`src/rtl/adcseq_pkg.sv`:
```
package adcseq_pkg;

    localparam int RESW = 12;
    localparam int POSW = 4;
    localparam int CYCW = 3;

    typedef struct packed {
        logic gain;
        logic wide;
    } mode_t;

    // converter cycles after the sample cycle until the LSB cycle
    function automatic logic [CYCW-1:0] last_cycle(input logic wide);
        return wide ? CYCW'(6) : CYCW'(4);
    endfunction

    // weight of the first decided bit
    function automatic logic [POSW-1:0] top_weight(input logic wide);
        return wide ? POSW'(11) : POSW'(7);
    endfunction

endpackage

```
`src/rtl/adcseq_slot.sv`:
```
module adcseq_slot
    import adcseq_pkg::*;
#(
    parameter int CHW = 2
) (
    input  logic                clk,
    input  logic                rst,
    input  logic                ph_i,
    input  logic                launch_i,
    input  logic [CHW-1:0]      l_ch_i,
    input  mode_t               l_mode_i,
    input  logic                cmp_i,
    output logic                busy_o,
    output logic [CHW-1:0]      ch_o,
    output logic                gsmp_o,
    output logic                gamp_o,
    output logic                smp_o,
    output logic                bit_o,
    output logic [POSW-1:0]     pos_o,
    output logic                done_o,
    output logic [RESW-1:0]     res_o
);

    logic            vld;
    logic [CHW-1:0]  ch;
    mode_t           md;
    logic [CYCW-1:0] cyc;
    logic [RESW-1:0] acc;

    logic            in_gain, act;
    logic [CYCW-1:0] u;
    logic [POSW-1:0] n;

    always_comb begin
        in_gain = vld && md.gain && (cyc == '0);
        act     = vld && !in_gain;
        u       = cyc - CYCW'(md.gain);
        gsmp_o  = in_gain && !ph_i;
        gamp_o  = in_gain && ph_i;
        smp_o   = act && (u == '0) && !ph_i;
        done_o  = act && (u == last_cycle(md.wide)) && ph_i;
        bit_o   = act && !smp_o && !done_o && (u <= last_cycle(md.wide));
        if (u == '0)
            n = '0;
        else
            n = {u, 1'b0} - POSW'(1) + POSW'(ph_i);
        pos_o   = bit_o ? (top_weight(md.wide) - n) : '0;
    end

    always_ff @(posedge clk) begin
        if (rst) begin
            vld <= 1'b0;
            ch  <= '0;
            md  <= '0;
            cyc <= '0;
            acc <= '0;
        end else if (launch_i) begin
            vld <= 1'b1;
            ch  <= l_ch_i;
            md  <= l_mode_i;
            cyc <= '0;
            acc <= '0;
        end else if (vld) begin
            if (done_o)
                vld <= 1'b0;
            else if (ph_i)
                cyc <= cyc + CYCW'(1);
            if (bit_o && cmp_i)
                acc[pos_o] <= 1'b1;
        end
    end

    assign busy_o = vld;
    assign ch_o   = ch;
    assign res_o  = acc;

endmodule

```
`src/rtl/adcseq_arb.sv`:
```
module adcseq_arb #(
    parameter int NCH   = 4,
    parameter int NSLOT = 4,
    localparam int CHW  = $clog2(NCH),
    localparam int SW   = (NSLOT > 1) ? $clog2(NSLOT) : 1
) (
    input  logic             clk,
    input  logic             rst,
    input  logic             ph_i,
    input  logic             req_i,
    input  logic [CHW-1:0]   req_ch_i,
    input  logic [NSLOT-1:0] slot_busy_i,
    output logic [NSLOT-1:0] launch_o,
    output logic [CHW-1:0]   l_ch_o,
    output logic             busy_o
);

    logic [NCH-1:0] pend, clr, set;
    logic [SW-1:0]  fidx;
    logic           any_free, go;

    always_comb begin
        fidx     = '0;
        any_free = 1'b0;
        for (int s = NSLOT - 1; s >= 0; s--) begin
            if (!slot_busy_i[s]) begin
                fidx     = SW'(s);
                any_free = 1'b1;
            end
        end
        l_ch_o = '0;
        for (int c = NCH - 1; c >= 0; c--) begin
            if (pend[c])
                l_ch_o = CHW'(c);
        end
        go       = ph_i && (|pend) && any_free;
        launch_o = '0;
        clr      = '0;
        if (go) begin
            launch_o[fidx] = 1'b1;
            clr[l_ch_o]    = 1'b1;
        end
        set = '0;
        if (req_i)
            set[req_ch_i] = 1'b1;
    end

    always_ff @(posedge clk) begin
        if (rst)
            pend <= '0;
        else
            pend <= (pend & ~clr) | set;
    end

    assign busy_o = (|pend) && !any_free;

endmodule

```
`src/rtl/adcseq_res.sv`:
```
module adcseq_res
    import adcseq_pkg::*;
#(
    parameter int NCH   = 4,
    parameter int NSLOT = 4,
    localparam int CHW  = $clog2(NCH)
) (
    input  logic                             clk,
    input  logic                             rst,
    input  logic [NSLOT-1:0]                 done_i,
    input  logic [NSLOT-1:0][CHW-1:0]        dch_i,
    input  logic [NSLOT-1:0][RESW-1:0]       dres_i,
    input  logic                             rd_i,
    input  logic [CHW-1:0]                   rd_ch_i,
    input  logic [NCH-1:0]                   clr_i,
    output logic [NCH-1:0][RESW-1:0]         res_o,
    output logic [NCH-1:0]                   irq_o
);

    logic [NCH-1:0]           setv, clrv;
    logic [NCH-1:0][RESW-1:0] nxt;

    always_comb begin
        for (int c = 0; c < NCH; c++) begin
            setv[c] = 1'b0;
            nxt[c]  = res_o[c];
            for (int s = 0; s < NSLOT; s++) begin
                if (done_i[s] && dch_i[s] == CHW'(c)) begin
                    setv[c] = 1'b1;
                    nxt[c]  = dres_i[s];
                end
            end
            clrv[c] = clr_i[c] || (rd_i && rd_ch_i == CHW'(c));
        end
    end

    always_ff @(posedge clk) begin
        if (rst) begin
            res_o <= '0;
            irq_o <= '0;
        end else begin
            res_o <= nxt;
            irq_o <= setv | (irq_o & ~clrv);
        end
    end

endmodule

```
`src/rtl/adcseq_top.sv`:
```
module adcseq_top
    import adcseq_pkg::*;
#(
    parameter int NCH   = 4,
    parameter int NSLOT = 4,
    localparam int CHW  = $clog2(NCH)
) (
    input  logic                        clk,
    input  logic                        rst,
    input  logic                        start_i,
    input  logic                        evt_i,
    input  logic [CHW-1:0]              start_ch_i,
    input  logic                        gain_i,
    input  logic                        wide_i,
    input  logic [NSLOT-1:0]            cmp_i,
    input  logic                        rd_i,
    input  logic [CHW-1:0]              rd_ch_i,
    input  logic [NCH-1:0]              clr_i,
    output logic                        ph_o,
    output logic                        busy_o,
    output logic [NSLOT-1:0]            gsmp_o,
    output logic [NSLOT-1:0]            gamp_o,
    output logic [NSLOT-1:0]            smp_o,
    output logic [NSLOT-1:0]            bit_o,
    output logic [NSLOT-1:0][CHW-1:0]   slot_ch_o,
    output logic [NSLOT-1:0][POSW-1:0]  bit_pos_o,
    output logic [NCH-1:0][RESW-1:0]    res_o,
    output logic [NCH-1:0]              irq_o
);

    logic                        ph;
    logic [NSLOT-1:0]            launch, sbusy, sdone;
    logic [NSLOT-1:0][RESW-1:0]  sres;
    logic [CHW-1:0]              l_ch;
    mode_t                       l_mode;

    // half-cycle phase of the converter clock
    always_ff @(posedge clk) begin
        if (rst)
            ph <= 1'b0;
        else
            ph <= !ph;
    end

    assign ph_o        = ph;
    assign l_mode.gain = gain_i;
    assign l_mode.wide = wide_i;

    adcseq_arb #(.NCH(NCH), .NSLOT(NSLOT)) u_arb (
        .clk         (clk),
        .rst         (rst),
        .ph_i        (ph),
        .req_i       (start_i | evt_i),
        .req_ch_i    (start_ch_i),
        .slot_busy_i (sbusy),
        .launch_o    (launch),
        .l_ch_o      (l_ch),
        .busy_o      (busy_o)
    );

    for (genvar s = 0; s < NSLOT; s++) begin : g_slot
        adcseq_slot #(.CHW(CHW)) u_slot (
            .clk      (clk),
            .rst      (rst),
            .ph_i     (ph),
            .launch_i (launch[s]),
            .l_ch_i   (l_ch),
            .l_mode_i (l_mode),
            .cmp_i    (cmp_i[s]),
            .busy_o   (sbusy[s]),
            .ch_o     (slot_ch_o[s]),
            .gsmp_o   (gsmp_o[s]),
            .gamp_o   (gamp_o[s]),
            .smp_o    (smp_o[s]),
            .bit_o    (bit_o[s]),
            .pos_o    (bit_pos_o[s]),
            .done_o   (sdone[s]),
            .res_o    (sres[s])
        );
    end

    adcseq_res #(.NCH(NCH), .NSLOT(NSLOT)) u_res (
        .clk     (clk),
        .rst     (rst),
        .done_i  (sdone),
        .dch_i   (slot_ch_o),
        .dres_i  (sres),
        .rd_i    (rd_i),
        .rd_ch_i (rd_ch_i),
        .clr_i   (clr_i),
        .res_o   (res_o),
        .irq_o   (irq_o)
    );

endmodule

```
`config.mk`:
```
export PLATFORM = sky130hd
export DESIGN_NAME = adcseq_top
export DESIGN_NICKNAME = d
export VERILOG_FILES = /design/src/rtl/adcseq_pkg.sv /design/src/rtl/adcseq_slot.sv /design/src/rtl/adcseq_arb.sv /design/src/rtl/adcseq_res.sv /design/src/rtl/adcseq_top.sv
export SDC_FILE = /design/constraint.sdc
export NUM_CORES = 1
export LEC_CHECK = 0
export BUFFER_PORTS_ARGS = -buffer_cell sky130_fd_sc_hd__buf_4
export CAP_MARGIN = 20
export CORE_MARGIN = 3
export CORE_UTILIZATION = 51
export CTS_CLUSTER_SIZE = 40
export DETAILED_ROUTE_END_ITERATION = 16
export PLACE_DENSITY = 0.72
export SKIP_CTS_REPAIR_TIMING = 1
export SLEW_MARGIN = 10
export SYNTH_ARGS = -nofsm -noshare
export SYNTH_HDL_FRONTEND = slang
export SYNTH_SLANG_ARGS = --single-unit
```
`constraint.sdc`:
```
create_clock -name clk -period 6.05 [get_ports clk]
set_input_delay 0.3025 -clock clk [delete_from_list [all_inputs] [get_ports clk]]
set_output_delay 0.3025 -clock clk [all_outputs]
set_load 0.1 [all_outputs]
```
==> Word-level counts from Yosys, hierarchy flattened <==
Index checks and enable logic that the tools add are counted.
{ "op_classes": {"order_cmp": 18, "addsub": 20, "muxes": 89, "n_bitwise": 15, "reduce_logical": 130, "eq_ne": 19} }
{ "ops": {"columns": ["cell", "n"], "rows": [
  ["$mux W12", 16],
  ["$logic_and A1 B1 Y1", 82],
  ["$mux W4", 15],
  ["$or A12 B12 Y12", 4],
  ["$mux W1", 39],
  ["$logic_not A3 Y1", 8],
  ["$mux W2", 12],
  ["$eq A2 B2 Y1 const B", 10],
  ["$lt A4 B5 Y1 const B", 4],
  ["$add A4 B1 Y4", 4],
  ["$demux W1 S4", 4],
  ["$ge A4 B1 Y1 const B", 4],
  ["$reduce_bool A4 Y1", 4],
  ["$sub A4 B1 Y4 const B", 4],
  ["$sub A4 B4 Y4", 4],
  ["$logic_not A1 Y1", 14],
  ["$add A3 B1 Y3 const B", 4],
  ["$eq A3 B3 Y1", 4],
  ["$le A3 B3 Y1", 4],
  ["$reduce_and A3 Y1", 4],
  ["$sub A3 B1 Y3", 4],
  ["$eq A2 B1 Y1 const B", 5],
  ["$logic_not A2 Y1", 5],
  ["$lt A2 B3 Y1 const B", 3],
  ["other kinds (11)", 30]
]} }
{ "word_totals": {"output_inout_bits": 94, "register_bits": 137, "word_cells": 322} }

==> Depth between registers and ports, before layout <==
{ "depth": {"ltp_word": 16, "depth_mapped": 13, "depth_no_buf": 12} }

==> By module <==
From an unflattened synthesis, not the netlist that was laid out.
{ "hier_totals": {"cells_unflattened": 1005, "area_unflattened_um2": 8240.4} }
{ "by_module_without_submodules": {"columns": ["mod", "area_per_inst_um2", "cells_each", "instances"], "rows": [
  ["adcseq_res", 3440.8, 450, 1],
  ["adcseq_slot (g_slot[1].u_slot ...)", 1142.3, 130, 2],
  ["adcseq_slot (g_slot[0].u_slot)", 1149.9, 130, 1],
  ["adcseq_slot (g_slot[3].u_slot)", 1074.8, 126, 1],
  ["adcseq_arb", 260.2, 36, 1],
  ["adcseq_top", 30.0, 3, 1]
]} }

==> Worst setup path before layout <==
No wires, ideal clock.
{ "synth_path": {"kind": "register to register", "startpoint": "register ph, in the netlist ph_o", "endpoint": "register g_slot[1].u_slot.acc[10]", "stages_incl_launch_ff": 13, "t_arrival_ns": 4.421, "required_ns": 5.990, "path_slack_ns": 1.569, "path_cell_list": "dfxtp_1 buf_2 buf_2 clkinv_1 ha_1 xor2_1 nor2_1 ha_1 xnor2_1 xnor2_1 nor2_1 and3_1 a22o_1"} }
{ "synth_lines": {"columns": ["item", "line_no", "text"], "rows": [
  ["start: declaration", "adcseq_top.sv:31", "logic ph;"],
  ["start signal: assignment", "adcseq_top.sv:42", "ph <= !ph;"],
  ["end signal: assignment", "adcseq_slot.sv:56", "acc <= '0;"],
  ["end signal: assignment", "adcseq_slot.sv:62", "acc <= '0;"],
  ["end signal: indexed assignment", "adcseq_slot.sv:69", "acc[pos_o] <= 1'b1;"],
  ["end: declaration", "adcseq_slot.sv:28", "logic [RESW-1:0] acc;"]
]} }

==> out/metrics.cfg <==
[setup_path]
max_stage_delay_ps = 510
crit_required_ps = 5750
crit_path_end = bit_pos_o[11]
crit_cells = 11
crit_arrival_ps = 3410
crit_type = reg2out
slowest_stage = nor2_1
r2r_end = u_res.res_o[13]$_SDFFE_PP0P_
startpoint_type = flip-flop
ff2ff_path_depth = 9
cp-end-kind = output port
crit_start = g_slot[2].u_slot.cyc[0]$_SDFFE_PP0P_
critical-path-top-delay-family = simple AND/OR/NAND/NOR gates
crit_buf_inv = 2
rrSetupSlack_ps = 2580
path_cells = inv_1 -> ha_1 -> ha_1 -> xor2_1 -> nor2_1 -> nor2_1 -> ha_1 -> xor2_1 -> xor2_1 -> nor2_1 -> buf_4
critPathMaxFanout = 10
rr_startpoint = g_slot[3].u_slot.cyc[0]$_SDFFE_PP0P_

[detailed_routing]
drt-total-wl_mm = 23.9
drc = 0
vias_per_cell = 6.10
drtAntennaViolNets = 0
drt_iter0_drc = 830
vias = 7461
wl_per_cell_um = 19.5
dr.pass1.iters = 6

[die]
core_sq_um = 14800
initial_utilization_pct = 53.0
rows = 44
io_pins = 113
dieArea_sq_um = 16800
die_h_um = 130
dieWidth_um = 130

[synth]
synth-main-ff-cell = dfxtp_1
synth_area_sq_um = 7810
synth-edff-count = 0
synthesis.nets = 999
syn_inst = 955
seq_area_frac_synth_pct = 35.1
synthAdderAreaFrac_pct = 4.13
yosys.area_share.simple_pct = 25.9
synth-compound-area-share_pct = 20.3
synth_warnings = 0
yosys_register_bits = 137
syn_avg_cell_area_sq_um = 8.18
synth_cell_types = 72
muxShareOfSynthArea_pct = 5.64
synth-xor-area-share_pct = 3.35
synth_top_family_by_area = simple AND/OR/NAND/NOR gates
async_flop_share_pct = 0

[sta]
tightestPinTransition_ps = 1060
finalSetupViolCount = 0
relSlewSlack_pct = 28.8
fin_crit_sh_pct = 61.3
fin_crit_ps = 3710
fmax_ghz = 0.269
fin_ws_ps = 2340
hold_viol_final = 0
finalSetupTns_ps = 0
finalMaxSlewViolations = 0
clock_skew_ps = 10.6
rsz0062_at_grt = no

[power_and_ir_drop]
ir_drop_uv = 203
power_leakage_nw = 3.72
power_density_nw_per_um2 = 240

[placement]
dp_slack_ps = 2570
gp_congestion = 0.901
dpl.hpwl_mm = 17.5
dp_cells = 1192
portBuffers = 112

[global_route]
grt_max_degree = 49
grt_pass1_vias = 6920
globalRouteOverflowTotal = 0
grt_antenna_before_repair = 0
gr-usage-all-layers_pct = 28.6
grt_pass1_wl_mm = 37.5

[finish]
nNetsFinal = 1071
final_cells = 1224
diodes = 0
area_growth_pct = 18.7
fin_util_pct = 62.9
drive_gt1_share_pct = 17.0

[job]
max_cap_violations = 0

[clock_network]
clock_path_buffers = 2
htree_levels = 4
cts-root-buf = clkbuf_16
clock-sinks = 137
cts_made_buffers = 17
tritoncts = yes
clk_latency_ps = 430
cts.clk_slew.worst_paths_ps = 60

[outcome]
status = completed

[min_path]
holdPathStages = 4
min_path_type = in2reg

-- power by group --
group / leakage [nW] / switching, mW / internal [mW]
combinational: 2.31 / 0.111 / 0.0463
clock: 0.308 / 0.420 / 0.735
sequential: 1.10 / 0.0100 / 0.908
-- per-layer routing --
layer  up-vias  share of wire [%]  global-route usage (%)
met3        62                9.8                    6.06
met1      3458                 42                    40.2
met5         -                  0                       0
met4         0                3.3                    11.6
met2       358                 44                    43.0
li1       3583                  -                       -
-- state kept, by name, summed over array words and instances, names as in the netlist --
register              count
g_slot.u_slot.busy_o      4
g_slot.u_slot.ch_o        8
g_slot.u_slot.cyc        12
g_slot.u_slot.md          8
g_slot.u_slot.res_o      48
ph_o                      1
u_arb.pend                4
u_res.irq_o               4
u_res.res_o              48
-- worst reg2reg max path, stage by stage, from the launching register on --
cell       delay (ps)
dfxtp_1           360
inv_1              80
ha_1              200
ha_1              440
xor2_1            310
nand4_4           240
or4b_1            800
nand2_2           310
o22ai_1           120
a2111oi_0         460
-- cells in the mapped netlist (all sizes together), types with 9 or more instances --
cell	n	area (sq um)
inv	23	86.3
a31oi	15	93.8
nor3	15	80.1
dfxtp	137	2740
a22oi	12	90.1
and3	15	93.8
nand3	18	90.1
nor2b	9	56.3
nor2	182	683
a211oi	13	97.6
and2	12	75.1
buf	32	204
o211ai	15	113
nand2	81	307
nor3b	11	82.6
ha	25	313
or3	13	81.3
clkbuf	38	143
a22o	18	158
xnor2	11	96.3
o21ai	19	95.1
xor2	18	165
a211o	27	236
nor4	15	106
nand2b	9	56.3
mux2i	44	440
a21oi	31	155
o22ai	11	68.8
a311oi	24	210
-- logic make-up after synthesis --
kind of cell | after synthesis
muxes | 44
adders and majority gates | 26
buffers and inverters | 94
DFF | 137
xor gates and xnor gates | 29
AOI/OAI and AO/OA | 210
and+or+nand+nor | 415
-- per-stage QoR --
stage / power (mW) / instance area (sq um) / hold slack, ps
floorplan: 1.05 / 7810 / 439
global placement: 1.09 / 8630 / 487
detailed placement: 1.09 / 8630 / 495
CTS: 2.24 / 9280 / 135
global route: 2.29 / 9280 / 158
finish: 2.23 / 9280 / 148
-- worst min-delay path by stage --
| stage | slack, ps | endpoint | start |
|---|---|---|---|
| 2_1_floorplan | 440 | g_slot[0].u_slot.md[0]$_SDFFE_PP0P_ | wide_i |
| 3_3_place_gp | 490 | u_res.res_o[28]$_SDFFE_PP0P_ | u_res.res_o[28]$_SDFFE_PP0P_ |
| 3_5_place_dp | 490 | u_res.res_o[44]$_SDFFE_PP0P_ | u_res.res_o[44]$_SDFFE_PP0P_ |
| 4_1_cts | 140 | u_res.irq_o[0]$_SDFF_PP0_ | clr_i[0] |
| 5_1_grt | 160 | u_arb.pend[1]$_SDFF_PP0_ | start_ch_i[0] |
| 6_report | 150 | u_res.irq_o[0]$_SDFF_PP0_ | clr_i[0] |
-- cell type report --
class                           instances  area, sq um
Fill cell                            1334         5480
Multi-Input combinational cell        724         4640
Sequential cell                       137         2740
Timing Repair Buffer                  123          923
Clock buffer                           18          429
Tap cell                              184          230
Clock inverter                         14          218
Inverter                               24         90.1
-- layout by cell type, fill, tap and decap left out, types with 12 or more instances in the layout --
| master | netlist | final |
|---|---|---|
| mux2i_1 | 44 | 44 |
| a211oi_1 | 13 | 13 |
| a22o_1 | 18 | 18 |
| nor3_1 | 14 | 14 |
| ha_1 | 25 | 25 |
| nor4_1 | 13 | 13 |
| a211o_1 | 27 | 27 |
| a21oi_1 | 31 | 31 |
| nor2_1 | 182 | 182 |
| xor2_1 | 17 | 17 |
| a22oi_1 | 12 | 12 |
| o21ai_0 | 19 | 19 |
| buf_4 | 17 | 123 |
| and3_1 | 15 | 15 |
| inv_1 | 23 | 23 |
| or3_1 | 13 | 13 |
| nand3_1 | 18 | 18 |
| a31oi_1 | 15 | 15 |
| a311oi_1 | 24 | 24 |
| o211ai_1 | 15 | 15 |
| clkbuf_16 | 0 | 17 |
| dfxtp_1 | 137 | 137 |
| nand2_1 | 80 | 80 |
Power figures use the tool's default switching activity.
